[config.mk]
export PLATFORM = sky130hd
export DESIGN_NAME = ovh_dl_port
export DESIGN_NICKNAME = d
export VERILOG_FILES = /design/src/rtl/ovh_pkg.sv /design/src/rtl/ovh_esf_sel.sv /design/src/rtl/ovh_e1_sel.sv /design/src/rtl/ovh_pulse_gen.sv /design/src/rtl/ovh_dl_port.sv
export SDC_FILE = /design/constraint.sdc
export NUM_CORES = 1
export LEC_CHECK = 0
export CAP_MARGIN = 10
export CORE_AREA = 5 5 42 44
export DETAILED_ROUTE_END_ITERATION = 8
export DIE_AREA = 0 0 47 49
export HOLD_SLACK_MARGIN = 0.08
export PLACE_DENSITY = 0.59
export SLEW_MARGIN = 20
export SYNTH_ARGS = -nofsm -noshare
export SYNTH_HDL_FRONTEND = slang
export SYNTH_SLANG_ARGS = --single-unit
[constraint.sdc]
create_clock -name clk -period 1.8 [get_ports clk]
set_clock_uncertainty 0.2 [all_clocks]
set_input_delay 0.27 -clock clk [delete_from_list [all_inputs] [get_ports clk]]
set_output_delay 0.27 -clock clk [all_outputs]
set_load 0.01 [all_outputs]
[src/rtl/ovh_pkg.sv]
package ovh_pkg;
   // ESF data-link bandwidth codes (cfg[1:0])
   typedef enum logic [1:0] {
      BW_FULL  = 2'b00,
      BW_PH1   = 2'b01,
      BW_PH3   = 2'b10,
      BW_RSVD  = 2'b11
   } bw_code_t;

   localparam int SA_COUNT   = 5;   // Sa4..Sa8
   localparam int SA_FIRST   = 3;   // bit index of Sa4 in timeslot 0
   localparam int FBIT_TSLOT = 0;
   localparam int FBIT_INDEX = 0;
endpackage

[src/rtl/ovh_esf_sel.sv]
module ovh_esf_sel
   import ovh_pkg::*;
#(
   parameter int FNW = 5,
   parameter int TSW = 5
) (
   input  logic [FNW-1:0] frame_num,
   input  logic [TSW-1:0] tslot,
   input  logic [2:0]     bit_idx,
   input  logic [1:0]     bw,
   output logic           hit
);
   logic at_fbit;
   logic odd_frame;
   logic phase_ok;

   if (FNW < 5) begin : g_bad_fnw
      $error("ovh_esf_sel: FNW must hold frame numbers up to 24");
   end

   assign at_fbit   = (tslot == TSW'(FBIT_TSLOT)) && (bit_idx == 3'(FBIT_INDEX));
   assign odd_frame = frame_num[0];

   always_comb begin
      unique case (bw_code_t'(bw))
         BW_FULL: phase_ok = 1'b1;
         BW_PH1:  phase_ok = (frame_num[1] == 1'b0);  // 1,5,9,...
         BW_PH3:  phase_ok = (frame_num[1] == 1'b1);  // 3,7,11,...
         default: phase_ok = 1'b0;                    // reserved
      endcase
   end

   assign hit = at_fbit && odd_frame && phase_ok;
endmodule

[src/rtl/ovh_e1_sel.sv]
module ovh_e1_sel
   import ovh_pkg::*;
#(
   parameter int TSW = 5
) (
   input  logic [TSW-1:0]      tslot,
   input  logic [2:0]          bit_idx,
   input  logic                fas_frame,
   input  logic [SA_COUNT-1:0] sa_en,     // [0]=Sa4 ... [4]=Sa8
   output logic                hit
);
   logic [SA_COUNT-1:0] sa_hit;

   for (genvar k = 0; k < SA_COUNT; k++) begin : g_sa
      assign sa_hit[k] = sa_en[k] && (bit_idx == 3'(SA_FIRST + k));
   end

   assign hit = (tslot == '0) && !fas_frame && (|sa_hit);
endmodule

[src/rtl/ovh_pulse_gen.sv]
module ovh_pulse_gen #(
   parameter int HI_CYC = 2
) (
   input  logic clk,
   input  logic rst,
   input  logic fire,
   output logic pulse
);
   localparam int CW = (HI_CYC < 2) ? 1 : $clog2(HI_CYC);

   logic [CW-1:0] cnt;

   if (HI_CYC < 1) begin : g_bad_hi
      $error("ovh_pulse_gen: HI_CYC must be at least 1");
   end

   always_ff @(posedge clk) begin
      if (rst) begin
         cnt   <= '0;
         pulse <= 1'b0;
      end else if (fire) begin
         cnt   <= CW'(HI_CYC - 1);
         pulse <= 1'b1;
      end else if (cnt != '0) begin
         cnt   <= cnt - 1'b1;
      end else begin
         pulse <= 1'b0;
      end
   end

   // width checker: cycles high since the last fire
   logic [CW:0] run;
   always_ff @(posedge clk) begin
      if (rst)        run <= '0;
      else if (fire)  run <= '0;
      else if (pulse) run <= run + 1'b1;
   end

   a_r9_pulse_width: assert property (@(posedge clk) disable iff (rst)
      ($fell(pulse) && !$past(rst)) |-> (run == (CW+1)'(HI_CYC)))
      else $error("R9 pulse width differs from HI_CYC");
endmodule

[src/rtl/ovh_dl_port.sv]
module ovh_dl_port
   import ovh_pkg::*;
#(
   parameter int FNW    = 5,
   parameter int TSW    = 5,
   parameter int HI_CYC = 2
) (
   input  logic           clk,
   input  logic           rst,
   input  logic           bit_en,
   input  logic           rx_bit,
   input  logic           mode_e1,
   input  logic           in_frame,
   input  logic [FNW-1:0] frame_num,
   input  logic [TSW-1:0] tslot,
   input  logic [2:0]     bit_idx,
   input  logic           fas_frame,
   input  logic [7:0]     cfg,
   output logic           ovh_clk,
   output logic           ovh_dat
);
   logic esf_hit, e1_hit, sel_hit, fire;
   logic unused_cfg2;

   assign unused_cfg2 = cfg[2];

   ovh_esf_sel #(.FNW(FNW), .TSW(TSW)) u_esf (
      .frame_num (frame_num),
      .tslot     (tslot),
      .bit_idx   (bit_idx),
      .bw        (cfg[1:0]),
      .hit       (esf_hit)
   );

   ovh_e1_sel #(.TSW(TSW)) u_e1 (
      .tslot     (tslot),
      .bit_idx   (bit_idx),
      .fas_frame (fas_frame),
      .sa_en     (cfg[7:3]),
      .hit       (e1_hit)
   );

   assign sel_hit = mode_e1 ? e1_hit : esf_hit;
   assign fire    = bit_en && in_frame && sel_hit;

   always_ff @(posedge clk) begin
      if (rst)       ovh_dat <= 1'b0;
      else if (fire) ovh_dat <= rx_bit;
   end

   ovh_pulse_gen #(.HI_CYC(HI_CYC)) u_pulse (
      .clk   (clk),
      .rst   (rst),
      .fire  (fire),
      .pulse (ovh_clk)
   );

   a_r10_rise_needs_align: assert property (@(posedge clk) disable iff (rst)
      $rose(ovh_clk) |-> $past(bit_en && in_frame))
      else $error("R10 pulse without aligned strobe");

   a_r5_rsvd_silent: assert property (@(posedge clk) disable iff (rst)
      ($rose(ovh_clk) && $past(!mode_e1)) |-> $past(cfg[1:0] != 2'b11))
      else $error("R5 pulse under reserved bandwidth code");

   a_r8_no_fas_tap: assert property (@(posedge clk) disable iff (rst)
      ($rose(ovh_clk) && $past(mode_e1)) |-> $past(!fas_frame && tslot == '0))
      else $error("R8 pulse from FAS frame or wrong slot");

   a_r6_data_stable_high: assert property (@(posedge clk) disable iff (rst)
      (ovh_clk && $past(ovh_clk) && !$rose(ovh_clk)) |-> $stable(ovh_dat))
      else $error("R6 data moved while clock high");
endmodule

==> metrics.md <==
| Metric | Value |
|---|---|
| Status | `completed` |
| CTS HTree Levels | `1` |
| Port buffer count | `25` |
| Number of setup violations in the final report | `0` |
| FF-to-FF Start | `u_pulse.pulse$_SDFFE_PP0P_` |
| Register area | `60.1 um2` |
| Seq cells post-synth | `3` |
| Commonest non-fill, non-tap cells in the layout | `clkdlybuf4s50_1 (22), clkbuf_4 (3), dfxtp_1 (3)` |
| Clock power share | `46.4%` |
| Psw | `49.4 uW` |
| CP Launch Type | `input pin` |
| DRC | `0` |
| Pwr Density | `501 nW/um2` |
| Max Slew Vio Count | `0` |
| Mean Syn Cell Area | `8.36 um2` |
| Hold Crit Depth | `2` |
| HPWL Detailed | `572 um` |
| Die height | `49 um` |
| Initial Util | `13.1%` |
| First-pass GRT wire length | `931 um` |
| Core ar. | `1400 um2` |
| Hold Path Sink | `u_pulse.pulse$_SDFFE_PP0P_` |
| Cell accounting for the most synthesized area | `dfxtp_1` |
| CTS Sinks | `3` |
| Cells on worst reg2reg path | `2` |
| CP Capture Type | `register` |
| I/O pins | `30` |
| Mapped cell area | `184 um2` |
| Gpl congestion | `0.682` |
| Reg-to-reg setup timing slack | `1.03 ns` |
| Worst min-delay path startpoint | `u_pulse.cnt$_SDFF_PP0_` |
| Drt wl/cell | `10.9 um` |
| Routed wl met3 | `124 um` |
| CTS buffer count | `3` |
| WL final | `741 um` |
| Vias in the first global route | `252` |
| Worst-Margin Slew | `0.240 ns` |
| Hold WS | `0.249 ns` |
| Fmax | `566 MHz` |
| Yosys cell types | `15` |
| CP Data Required Time | `1.71 ns` |
| Seq/Total Area, Yosys | `32.7%` |
| Share of cells above drive strength 1 | `11.5%` |
| Final Hold Viols | `0` |
| Max clock buf depth | `2` |
| Worst ir drop on vdd | `0.297 mV` |
| FP Rows | `14` |
| FF-to-FF End | `u_pulse.pulse$_SDFFE_PP0P_` |
| Clock root buffer | `clkbuf_4` |
| Routed via count | `278` |
| DRT iter0 DRCs | `2` |
| Area contributors post-synth | `dfxtp_1 (33%), mux2i_1 (11%), nand2b_1 (6.8%)` |
| YS warnings | `0` |
| Die width | `47 um` |
| Gr ovfl total | `0` |
| Nets | `81` |
| Met2 routed WL | `372 um` |
| Pint | `201 uW` |
| Layout Cells excl Fill | `68` |
| Most common cell after layout, fill and taps aside | `clkdlybuf4s50_1` |
| Number of fill cells | `164` |
| Placed instance count | `64` |
| Data arrival, critical path | `1.68 ns` |
| Crit share post-route | `98.2%` |
| Wl on met1 | `244 um` |
| CTS tree | `yes` |
| Sequential Power Share | `26.8%` |
| # diodes | `0` |
| Multi-input logic area | `133 um2` |
| Drt pass-1 iters | `2` |
| P_leak | `0.203 nW` |
| Die area | `2300 um2` |
| Clock slew at reported path FFs | `0.04 ns` |
| Antenna violation net count after detailed routing | `0` |
| Crit-path max FO | `3` |
| Maxcap violations | `0` |
| Comb pwr share | `26.9%` |
| Vias per cell | `4.09` |
| Clk_lat worst skew | `0.23 ns` |
| Setup CP Type | `input pin to register` |
| Post-Syn Nets | `50` |
| Pin count of the biggest net entering global routing | `7` |
| Initial antenna violation count | `0` |
| Number of setup buffers added after CTS | `0` |
| Worst relative slew slack | `84.0%` |
| Switching Fraction | `19.7%` |
| CTS hold repair buffers | `0` |
| Yosys top cell area share | `32.7%` |
| Tmin final | `1.77 ns` |
| All-Layer GR Usage | `6.27%` |
| Synthesized instance count | `22` |
| Area Growth Syn to Fin | `172%` |
| Top Metal Used | `met3` |
| HP Class | `register to register` |
| RSZ-0062 raised after global routing | `false` |
-- per-stage QoR --
| stage | power, mW | utilization, % | cell area [um2] | worst slack (ns) | setup TNS (ns) |
|---|---|---|---|---|---|
| 6_report | 0.251 | 35.7 | 500 | 0.0321 | 0 |
| 5_1_grt | 0.274 | 35.7 | 500 | 0.00694 | 0 |
| 4_1_cts | 0.259 | 34.7 | 487 | 0.0314 | 0 |
| 3_5_place_dp | 0.135 | 32.9 | 462 | -0.360 | -0.969 |
| 3_3_place_gp | 0.135 | 32.9 | 462 | -0.330 | -0.874 |
| 2_1_floorplan | 0.0787 | - | 184 | 0.246 | 0 |
-- registers in the layout, indices dropped and copies added (netlist names) --
signal,count
ovh_dat,1
u_pulse.cnt,1
u_pulse.pulse,1
-- power groups by stage --
| stage | logic (mW) | registers, mW | clock network (mW) |
|---|---|---|---|
| after floorplan | 0.0107 | 0.0680 | 0 |
| after global placement | 0.0671 | 0.0680 | 0 |
| after detailed placement | 0.0670 | 0.0680 | 0 |
| after CTS | 0.0667 | 0.0670 | 0.125 |
| after global routing | 0.0717 | 0.0669 | 0.136 |
| final | 0.0673 | 0.0670 | 0.116 |
-- synth_stat cells --
master and number:
o22ai_1 1, nor4b_1 1, nand4_1 1, nor2_1 2, nor2b_1 1, nor3_1 1
mux2i_1 2, a21oi_1 2, dfxtp_1 3, a2111o_1 1, a211oi_1 1, a211o_1 1
nand2b_1 2, a31oi_1 1, nand2_1 2
-- routing by layer --
metal  GRT usage (%)  vias to the layer above
li1                -                      145
met1            5.05                      116
met2            9.05                       17
met3            7.38                        0
met4            2.76                        0
met5               0                        -
-- worst max path at each step --
stage / start / to / slack [ns] / cells after the start
2_1_floorplan: cfg[4] / ovh_dat$_SDFFE_PP0P_ / 0.25 / 5
3_3_place_gp: bit_idx[1] / ovh_dat$_SDFFE_PP0P_ / -0.33 / 5
3_5_place_dp: bit_idx[1] / ovh_dat$_SDFFE_PP0P_ / -0.36 / 5
4_1_cts: bit_idx[2] / ovh_dat$_SDFFE_PP0P_ / 0.03 / 6
5_1_grt: cfg[5] / ovh_dat$_SDFFE_PP0P_ / 0.007 / 5
6_report: cfg[7] / ovh_dat$_SDFFE_PP0P_ / 0.03 / 5
-- critical path: stages --
cell and delay [ns]:
clkdlybuf4s50_1 0.46, o22ai_1 0.08, a2111o_1 0.41, a211o_1 0.34, mux2i_1 0.13
-- kinds of logic after synthesis --
kind of cell     synth area share (%)
AND/OR/NAND/NOR                  29.3
AO/OA/AOI/OAI                    27.2
flip-flops                       32.7
multiplexers                     10.9
-- layout make-up --
cell class / count / share of cell area (%)
sequential: 3 / 12.0
clock buffer: 4 / 5.25
tap: 16 / 4.00
timing repair buffer: 26 / 52.3
multi-input combinational: 19 / 26.5
-- timing repair --
item	CTS	global route
endpoints found under the setup margin	3	1
gates resized for setup	1	4
pin swaps	2	1
Power figures use the tool's default switching activity.
